<file path="config.mk">
export PLATFORM = sky130hd
export DESIGN_NAME = alias_enable_reg
export DESIGN_NICKNAME = d
export VERILOG_FILES = /design/src/rtl/aer_pkg.sv /design/src/rtl/aer_addr_decode.sv /design/src/rtl/aer_field_diff.sv /design/src/rtl/aer_strobe_seq.sv /design/src/rtl/alias_enable_reg.sv
export SDC_FILE = /design/constraint.sdc
export NUM_CORES = 1
export LEC_CHECK = 0
export BUFFER_PORTS_ARGS = -buffer_cell sky130_fd_sc_hd__buf_2
export CORE_MARGIN = 2
export CORE_UTILIZATION = 45
export CTS_CLUSTER_DIAMETER = 150
export CTS_CLUSTER_SIZE = 8
export DETAILED_ROUTE_END_ITERATION = 16
export PLACE_DENSITY = 0.77
export SLEW_MARGIN = 20
export SYNTH_ARGS = -nofsm -noshare
export SYNTH_HDL_FRONTEND = slang
export SYNTH_SLANG_ARGS = --single-unit
</file>
<file path="constraint.sdc">
create_clock -name clk -period 1.9 [get_ports clk]
set_input_delay 0.19 -clock clk [delete_from_list [all_inputs] [get_ports clk]]
set_output_delay 0.19 -clock clk [all_outputs]
set_load 0.005 [all_outputs]
</file>
<file path="src/rtl/aer_pkg.sv">
package aer_pkg;
    typedef enum logic {
        ST_IDLE,
        ST_EMIT
    } seq_state_e;

    typedef enum logic [1:0] {
        WM_NONE,
        WM_SET,
        WM_CLR,
        WM_PLAIN
    } wr_mode_e;

    localparam logic [31:0] ALIAS_MASK = 32'h1FFF_FFFF;
endpackage

</file>
<file path="src/rtl/aer_addr_decode.sv">
module aer_addr_decode
    import aer_pkg::*;
#(
    parameter logic [31:0] SET_ADDR = 32'h0400_0040,
    parameter logic [31:0] CLR_ADDR = 32'h0400_0044
) (
    input  logic [31:0] addr,
    output wr_mode_e    mode,
    output logic        hit
);
    localparam bit DUAL = (SET_ADDR != 32'h0) && (CLR_ADDR != 32'h0);
    localparam logic [31:0] SET_M = SET_ADDR & ALIAS_MASK;
    localparam logic [31:0] CLR_M = CLR_ADDR & ALIAS_MASK;

    logic [31:0] a_m;
    logic        set_hit, clr_hit;

    assign a_m     = addr & ALIAS_MASK;
    assign set_hit = (SET_ADDR != 32'h0) && (a_m == SET_M);
    assign clr_hit = (CLR_ADDR != 32'h0) && (a_m == CLR_M);
    assign hit     = set_hit || clr_hit;

    generate
        if (DUAL) begin : g_dual
            always_comb begin
                if (set_hit)      mode = WM_SET;
                else if (clr_hit) mode = WM_CLR;
                else              mode = WM_NONE;
            end
        end else begin : g_single
            always_comb mode = hit ? WM_PLAIN : WM_NONE;
        end
    endgenerate
endmodule

</file>
<file path="src/rtl/aer_field_diff.sv">
module aer_field_diff #(
    parameter int DATA_W  = 32,
    parameter int FIELD_W = 4,
    parameter int ID_W    = 8,
    localparam int NF     = DATA_W / FIELD_W,
    parameter logic [NF*ID_W-1:0] FIELD_IDS = '0
) (
    input  logic [DATA_W-1:0] old_val,
    input  logic [DATA_W-1:0] new_val,
    output logic [NF-1:0]     change,
    output logic [NF-1:0]     old_nz
);
    generate
        for (genvar k = 0; k < NF; k++) begin : g_fld
            localparam logic [ID_W-1:0] FID = FIELD_IDS[k*ID_W +: ID_W];
            logic [FIELD_W-1:0] f_old, f_new;
            assign f_old     = old_val[k*FIELD_W +: FIELD_W];
            assign f_new     = new_val[k*FIELD_W +: FIELD_W];
            assign change[k] = (FID != '0) && (f_old != f_new);
            assign old_nz[k] = |f_old;
        end
    endgenerate
endmodule

</file>
<file path="src/rtl/aer_strobe_seq.sv">
module aer_strobe_seq
    import aer_pkg::*;
#(
    parameter int NF = 8,
    localparam int IDX_W = (NF > 1) ? $clog2(NF) : 1
) (
    input  logic             clk,
    input  logic             rst_n,
    input  logic             load,
    input  logic [NF-1:0]    load_mask,
    output logic             strb_valid,
    output logic [IDX_W-1:0] strb_idx,
    output logic             busy
);
    seq_state_e    state, state_d;
    logic [NF-1:0] pending, pending_d;
    logic [IDX_W-1:0] pick;

    always_comb begin
        pick = '0;
        for (int i = 0; i < NF; i++)
            if (pending[i]) pick = IDX_W'(i);
    end

    always_comb begin
        state_d   = state;
        pending_d = pending;
        unique case (state)
            ST_IDLE: begin
                if (load && (|load_mask)) begin
                    pending_d = load_mask;
                    state_d   = ST_EMIT;
                end
            end
            ST_EMIT: begin
                pending_d = pending & ~(NF'(1) << pick);
                if (pending_d == '0) state_d = ST_IDLE;
            end
        endcase
    end

    always_ff @(posedge clk) begin
        if (!rst_n) begin
            state   <= ST_IDLE;
            pending <= '0;
        end else begin
            state   <= state_d;
            pending <= pending_d;
        end
    end

    always_comb begin
        strb_valid = (state == ST_EMIT);
        busy       = (state == ST_EMIT);
        strb_idx   = pick;
    end


    drain_one_chk: assert property (@(posedge clk) disable iff (!rst_n)
        (state == ST_EMIT) |=> ($countones(pending) == $countones($past(pending)) - 1));


    emit_nonempty_chk: assert property (@(posedge clk) disable iff (!rst_n)
        strb_valid |-> (pending != '0));
endmodule

</file>
<file path="src/rtl/alias_enable_reg.sv">
module alias_enable_reg
    import aer_pkg::*;
#(
    parameter int DATA_W  = 32,
    parameter int FIELD_W = 4,
    parameter int ID_W    = 8,
    localparam int NF     = DATA_W / FIELD_W,
    localparam int IDX_W  = (NF > 1) ? $clog2(NF) : 1,
    parameter logic [NF*ID_W-1:0] FIELD_IDS = 64'h1B1A_1918_1700_1514,
    parameter logic [31:0] SET_ADDR  = 32'h0400_0040,
    parameter logic [31:0] CLR_ADDR  = 32'h0400_0044,
    parameter logic [DATA_W-1:0] RESET_VAL = '0
) (
    input  logic              clk,
    input  logic              rst_n,
    input  logic              bus_valid,
    input  logic              bus_write,
    input  logic [31:0]       bus_addr,
    input  logic [DATA_W-1:0] bus_wdata,
    output logic              bus_ready,
    output logic [DATA_W-1:0] bus_rdata,
    output logic              strb_valid,
    output logic              strb_enable,
    output logic [ID_W-1:0]   strb_id
);
    wr_mode_e          mode;
    logic              hit, busy, wr_acc;
    logic [DATA_W-1:0] value, new_val;
    logic [NF-1:0]     change, old_nz;
    logic [IDX_W-1:0]  strb_idx;

    aer_addr_decode #(.SET_ADDR(SET_ADDR), .CLR_ADDR(CLR_ADDR)) u_dec (
        .addr (bus_addr),
        .mode (mode),
        .hit  (hit)
    );

    always_comb begin
        unique case (mode)
            WM_SET:   new_val = value | bus_wdata;
            WM_CLR:   new_val = value & ~bus_wdata;
            WM_PLAIN: new_val = bus_wdata;
            default:  new_val = value;
        endcase
    end

    aer_field_diff #(
        .DATA_W(DATA_W), .FIELD_W(FIELD_W), .ID_W(ID_W), .FIELD_IDS(FIELD_IDS)
    ) u_diff (
        .old_val (value),
        .new_val (new_val),
        .change  (change),
        .old_nz  (old_nz)
    );

    assign bus_ready = !(busy && bus_write);
    assign wr_acc    = bus_valid && bus_write && bus_ready && hit;
    assign bus_rdata = (bus_valid && !bus_write && hit) ? value : '0;

    always_ff @(posedge clk) begin
        if (!rst_n)      value <= RESET_VAL;
        else if (wr_acc) value <= new_val;
    end

    aer_strobe_seq #(.NF(NF)) u_seq (
        .clk        (clk),
        .rst_n      (rst_n),
        .load       (wr_acc),
        .load_mask  (change),
        .strb_valid (strb_valid),
        .strb_idx   (strb_idx),
        .busy       (busy)
    );

    assign strb_id     = FIELD_IDS[strb_idx*ID_W +: ID_W];
    assign strb_enable = old_nz[strb_idx];


    set_or_chk: assert property (@(posedge clk) disable iff (!rst_n)
        (wr_acc && mode == WM_SET) |=> (value == ($past(value) | $past(bus_wdata))));


    clr_andn_chk: assert property (@(posedge clk) disable iff (!rst_n)
        (wr_acc && mode == WM_CLR) |=> (value == ($past(value) & ~$past(bus_wdata))));


    stall_chk: assert property (@(posedge clk) disable iff (!rst_n)
        (strb_valid && bus_valid && bus_write) |-> !bus_ready);


    hold_chk: assert property (@(posedge clk) disable iff (!rst_n)
        strb_valid |=> $stable(value));


    reserved_chk: assert property (@(posedge clk) disable iff (!rst_n)
        strb_valid |-> (strb_id != '0));
endmodule

</file>
==> results of run 1 <==
## worst min path at each step
| stage | cells after the start | slack [ns] | to |
|---|---|---|---|
| 2_1_floorplan | 1 | 0.31 | value[10] |
| 3_5_place_dp | 2 | 0.41 | value[10] |
| 5_1_grt | 2 | 0.11 | value[11] |
| 3_3_place_gp | 2 | 0.41 | value[10] |
| 4_1_cts | 2 | 0.10 | value[10] |
| 6_report | 2 | 0.11 | value[11] |
## worst reg2reg max path: cells and delay by family, from the launching register on
kind / cells / cell delay (ns)
adders and majority gates: 1 / 0.31
and+or+nand+nor: 2 / 0.43
AOI/OAI and AO/OA: 3 / 0.38
DFF: 1 / 0.34
buffers and inverters: 4 / 0.49
## power by group through the flow
stage / Combinational [mW] / Sequential, mW / Clock (mW)
floorplan: 0.112 / 0.879 / 0
global placement: 0.228 / 0.879 / 0
detailed placement: 0.233 / 0.879 / 0
CTS: 0.235 / 0.858 / 0.538
global route: 0.268 / 0.855 / 0.575
finish: 0.247 / 0.855 / 0.529
## metal layers
layer / up-vias / GRT usage, % / wire length (µm)
met5: - / 0 / 0
met4: 0 / 5.48 / 118
met3: 10 / 3.56 / 283
met2: 62 / 39.6 / 4290
met1: 1474 / 27.8 / 3680
li1: 1524 / - / -
## kinds of logic (layout without fill, tap and decap cells)
family,after synthesis,count (layout),share of synthesized area [%]
AO/OA/AOI/OAI,100,100,28.4
adder cells (fa/ha/maj),2,2,0.663
buffers and inverters,57,192,10.4
flip-flops,41,41,27.2
multiplexers,2,2,1.08
other,1,3,0.124
AND/OR/NAND/NOR,146,146,32.2
## layout make-up
cell class	instances	area share, %
multi-input cells	253	48.9
repair buffers	151	22.9
flip-flops and latches	41	20.9
inverters	35	3.23
well taps	77	2.37
clock buffers	5	1.69
clock inverters	1	0.123
## metrics by stage
stage	setup TNS (ns)	utilization, %	setup WS (ns)	std cells
6_report	-0.377	63.3	-0.214	563
5_1_grt	-0.955	63.3	-0.304	563
4_1_cts	-0.289	61.5	-0.212	560
3_5_place_dp	-3.37	59.7	-0.165	552
3_3_place_gp	-2.18	59.7	-0.100	552
2_1_floorplan	0	-	0.0283	351
## synthesized netlist by cell type (all sizes together) (3+ instances only)
cell,count
o22ai,14
a22oi,15
nor4,15
o31a,4
a211oi,29
clkbuf,10
nand3,10
a311oi,6
inv,34
o31ai,8
nor2,68
o21ai,6
nand4,3
nand2,7
a21oi,8
buf,11
and2,32
o21a,4
dfxtp,41
nor3,3
## flip-flops by register name (all words and copies together), names as in the netlist
| name | count |
|---|---|
| value | 32 |
| u_seq.pending | 8 |
| u_seq.busy | 1 |
## timing repair
action,4_1_cts,5_1_grt
pin swaps,3,8
resized for setup,8,34
setup endpoints to repair,2,41
hold buffers,0,0
endpoints found under the hold margin,0,0
buffers inserted,2,3
==> flow_summary.yaml, run 1 <==
drt:
  drtPass1Iterations: 4
  viasPerCell: 5.45
  routed_wl_um: 8380
  antenna_left: 0
  drc_errors: 0
  drt_iter0_drc: 123
  dr_total_vias: 3070
  avgRoutedWirePerCell_um: 14.9
timing:
  setup_slack_ns: -0.214
  hold_slack_ns: 0.107
  fmax_ghz: 0.473
  hold_viol: 0
  fin_crit_ns: 2.11
  maxSlewViolCount: 0
  rsz0062_at_grt: "true"
  relSlewSlack_pct: 54.6
  fin_worst_skew_ns: 0.00947
  min_period_over_period_pct: 111
  setup_violations: 3
  worst-slew-pin-transition_ns: 0.677
layout:
  mostFrequentLayoutCell: "buf_2"
  syn2layout_area_growth_pct: 34.7
  n_antenna_cell: 0
  fin_area_um2: 4070
  nNetsFinal: 555
  multi_input_area_um2: 1990
  fill_cells: 542
  seqCellArea_um2: 848
  drive_above_1_share_pct: 52.1
  final_cell_mix: "104 x buf_2, 41 x nor2_1, 39 x buf_4"
floorplan:
  io_pins: 111
  die_h_um: 85.9
  design.core.area_um2: 6420
  die_w_um: 85.9
  fp-row-count: 29
  die-area_um2: 7380
  start_util_pct: 47.0
critical_path:
  path_buf_inv: 3
  r2r_end: "u_seq.busy"
  cp.depth: 7
  crit_arrival_ns: 1.92
  required_ns: 1.71
  path_delay_family: "multiplexers"
  endpoint_kind: "output pin"
  worstRegToRegCells: 10
  r2r_start: "u_seq.pending[4]"
  startpoint_type: "register"
  crit_slowest_cell: "mux4_2"
  crit_type: "reg -> out"
  critPathMaxStageDelay_ns: 0.43
  critPathMaxFanout: 2
  worst-r2r-setup-slack_ns: -0.15
  crit_end: "strb_enable"
  worstSetupStartpoint: "u_seq.pending[4]"
  path_cells: "buf_6 > nor4_4 > inv_2 > mux4_2 > nand2_1 > o311a_1 > buf_2"
place:
  port_buffers: 104
  place_congestion: 0.933
  dp.final_hpwl_um: 6370
  place_area_um2: 3830
synthesis:
  synth_cell_types: 49
  synth_area_leader_cell: "dfxtp_1"
  synthArstFlopShare_pct: 0
  synth-seq-cells: 41
  synth.area.top_cells: "dfxtp_1 27%, a211oi_2 11%, nor2_4 8.9%"
  synth_top_area_share_pct: 27.2
  seq_area_frac_synth_pct: 27.2
  synth.avg_cell_area_um2: 8.65
  syn_area_um2: 3020
  synthCells: 349
  synth_edf_count: 0
  synthFlopType: "dfxtp_1"
  ys_warn_count: 0
flow_run:
  cap_violations: 0
run_status:
  status: "finished, violations left"
  violations: "setup timing"
cts:
  htreeDepth: 2
  clk_path_buf_depth: 2
  root_buffer: "clkbuf_8"
  cts_made_buffers: 5
  cts_tree: "done"
  cts.sink_count: 41
  clk_latency_ns: 0.30
  path_clk_slew_ns: 0.07
min_path:
  hold_path_class: "in -> reg"
  hp-start: "bus_wdata[11]"
global_routing:
  grt_antenna_before_repair: 0
  grt_max_degree: 23
  grt_usage_pct: 22.2
  grt_first_pass_wirelength_um: 13400
  overflow: 0
  grt_pass1_vias: 2975
power_and_ir_drop:
  switchingPower_uw: 428
  power_mw: 1.63
  power_frac_comb_pct: 15.1
  p_per_area_nw_per_um2: 401
  peakVddDrop_uv: 235
  p_sw_share_pct: 26.2
  p_leak_nw: 1.74
  p_seq_share_pct: 52.4
  p_int_mw: 1.20
  p_clk_share_pct: 32.4
Note: power is estimated with default switching activity, not from simulation.
==> run 2, diff against run 1 <==
--- a/config.mk
+++ b/config.mk
@@ -6,7 +6,7 @@
 export NUM_CORES = 1
 export LEC_CHECK = 0
 export BUFFER_PORTS_ARGS = -buffer_cell sky130_fd_sc_hd__buf_2
-export CORE_MARGIN = 2
+export CORE_MARGIN = 3
 export CORE_UTILIZATION = 45
 export CTS_CLUSTER_DIAMETER = 150
 export CTS_CLUSTER_SIZE = 8
==> flow_summary.yaml, run 2 (same netlist as run 1, synthesis figures left out) <==
place:
  dp.final_hpwl_um: 6170
  place_congestion: 0.958
  port_buffers: 104
  dp.cells: 553
  place_area_um2: 3830
  dp_slack_ns: -0.102
cts:
  root_buffer: "clkbuf_8"
  htreeDepth: 2
  cts.sink_count: 41
  cts_tree: "done"
  clk_path_buf_depth: 2
  path_clk_slew_ns: 0.08
  clk_latency_ns: 0.30
  cts_made_buffers: 5
critical_path:
  critPathMaxFanout: 3
  required_ns: 1.71
  crit_arrival_ns: 1.89
  endpoint_kind: "output pin"
  startpoint_type: "register"
  crit_type: "reg -> out"
power_and_ir_drop:
  power_mw: 1.68
  p_per_area_nw_per_um2: 411
  peakVddDrop_uv: 286
  p_leak_nw: 1.73
layout:
  largest_register: "value"
  fin_area_um2: 4080
  largest_reg_flops: 32
  syn2layout_area_growth_pct: 35.1
  nNetsFinal: 558
  drive_above_1_share_pct: 51.1
  final_cells: 568
  final_cell_mix: "104 x buf_2, 44 x buf_4, 41 x nor2_1"
  n_antenna_cell: 0
  fin_util_pct: 63.5
  mostFrequentLayoutCell: "buf_2"
floorplan:
  design.core.area_um2: 6420
  fp-row-count: 29
  io_pins: 111
  die_h_um: 87.9
  start_util_pct: 47.0
  die-area_um2: 7730
  die_w_um: 87.9
global_routing:
  grt_pass1_vias: 2826
  overflow: 0
  grt_usage_pct: 20.4
  grt_max_degree: 36
  grt_antenna_before_repair: 0
  grt_first_pass_wirelength_um: 12800
timing:
  fmax_ghz: 0.481
  min_period_over_period_pct: 109
  hold_viol: 0
  tns_ns: -0.279
  setup_violations: 3
  maxSlewViolCount: 0
  hold_slack_ns: 0.0986
  setup_slack_ns: -0.180
  fin_worst_skew_ns: 0.00337
  fin_crit_ns: 2.08
  relSlewSlack_pct: 62.0
  rsz0062_at_grt: "true"
  worst-slew-pin-transition_ns: 0.570
drt:
  viasPerCell: 5.27
  dr_total_vias: 2995
  avgRoutedWirePerCell_um: 13.9
  drc_errors: 0
  antenna_left: 0
  routed_wl_um: 7880
  drtPass1Iterations: 4
  drt_iter0_drc: 147
flow_run:
  cap_violations: 0
run_status:
  status: "finished, violations left"
  violations: "setup timing"
min_path:
  hold_path_class: "in -> reg"
[run 2: path summary, 6_finish.rpt]
| kind | slack (ns) | depth (start not counted) | start | to |
|---|---|---|---|---|
| setup / recovery | -0.18 | 8 | u_seq.pending[1] | strb_enable |
| hold / removal | 0.1 | 2 | bus_wdata[10] | value[10] |
| hold reg to reg | 0.55 | 2 | value[11] | value[11] |
| setup reg to reg | -0.09 | 9 | u_seq.pending[6] | u_seq.busy |
[run 2: final cells by class]
| type | count | area, µm² |
|---|---|---|
| fill | 529 | 2340 |
| multi-input combinational | 253 | 1990 |
| timing repair buffer | 154 | 936 |
| inverter | 35 | 131 |
| sequential | 41 | 840 |
| clock inverter | 3 | 22.5 |
| clock buffer | 5 | 68.8 |
| tap | 77 | 96.3 |
[run 2: report_power, final]
part	leakage (nW)	internal, mW	total (mW)	switching (mW)
Clock	0.0364	0.258	0.585	0.327
Combinational	1.36	0.103	0.238	0.135
Sequential	0.336	0.855	0.855	0.00000000149
[run 2: what timing repair did]
action | in CTS | in global routing
pin swaps | 3 | 16
gates cloned | 0 | 0
resized for setup | 7 | 27
setup buffers | 4 | 5
setup endpoints to repair | 5 | 7
hold buffers | 0 | 0
[run 2: worst max-delay path: stages (launching register included)]
cell      delay (ns)
dfxtp_1         0.43
nand2b_4        0.08
a21oi_4         0.14
or2_4           0.17
buf_6           0.10
mux4_2          0.30
nand2_2         0.07
o311a_1         0.17
buf_2           0.12
[run 2: routing by layer]
| metal | global-route usage (%) | share of wire (%) |
|---|---|---|
| met4 | 4.04 | 0.65 |
| met5 | 0 | 0 |
| met2 | 35.5 | 52 |
| met1 | 26.1 | 43 |
| met3 | 4.33 | 4.9 |
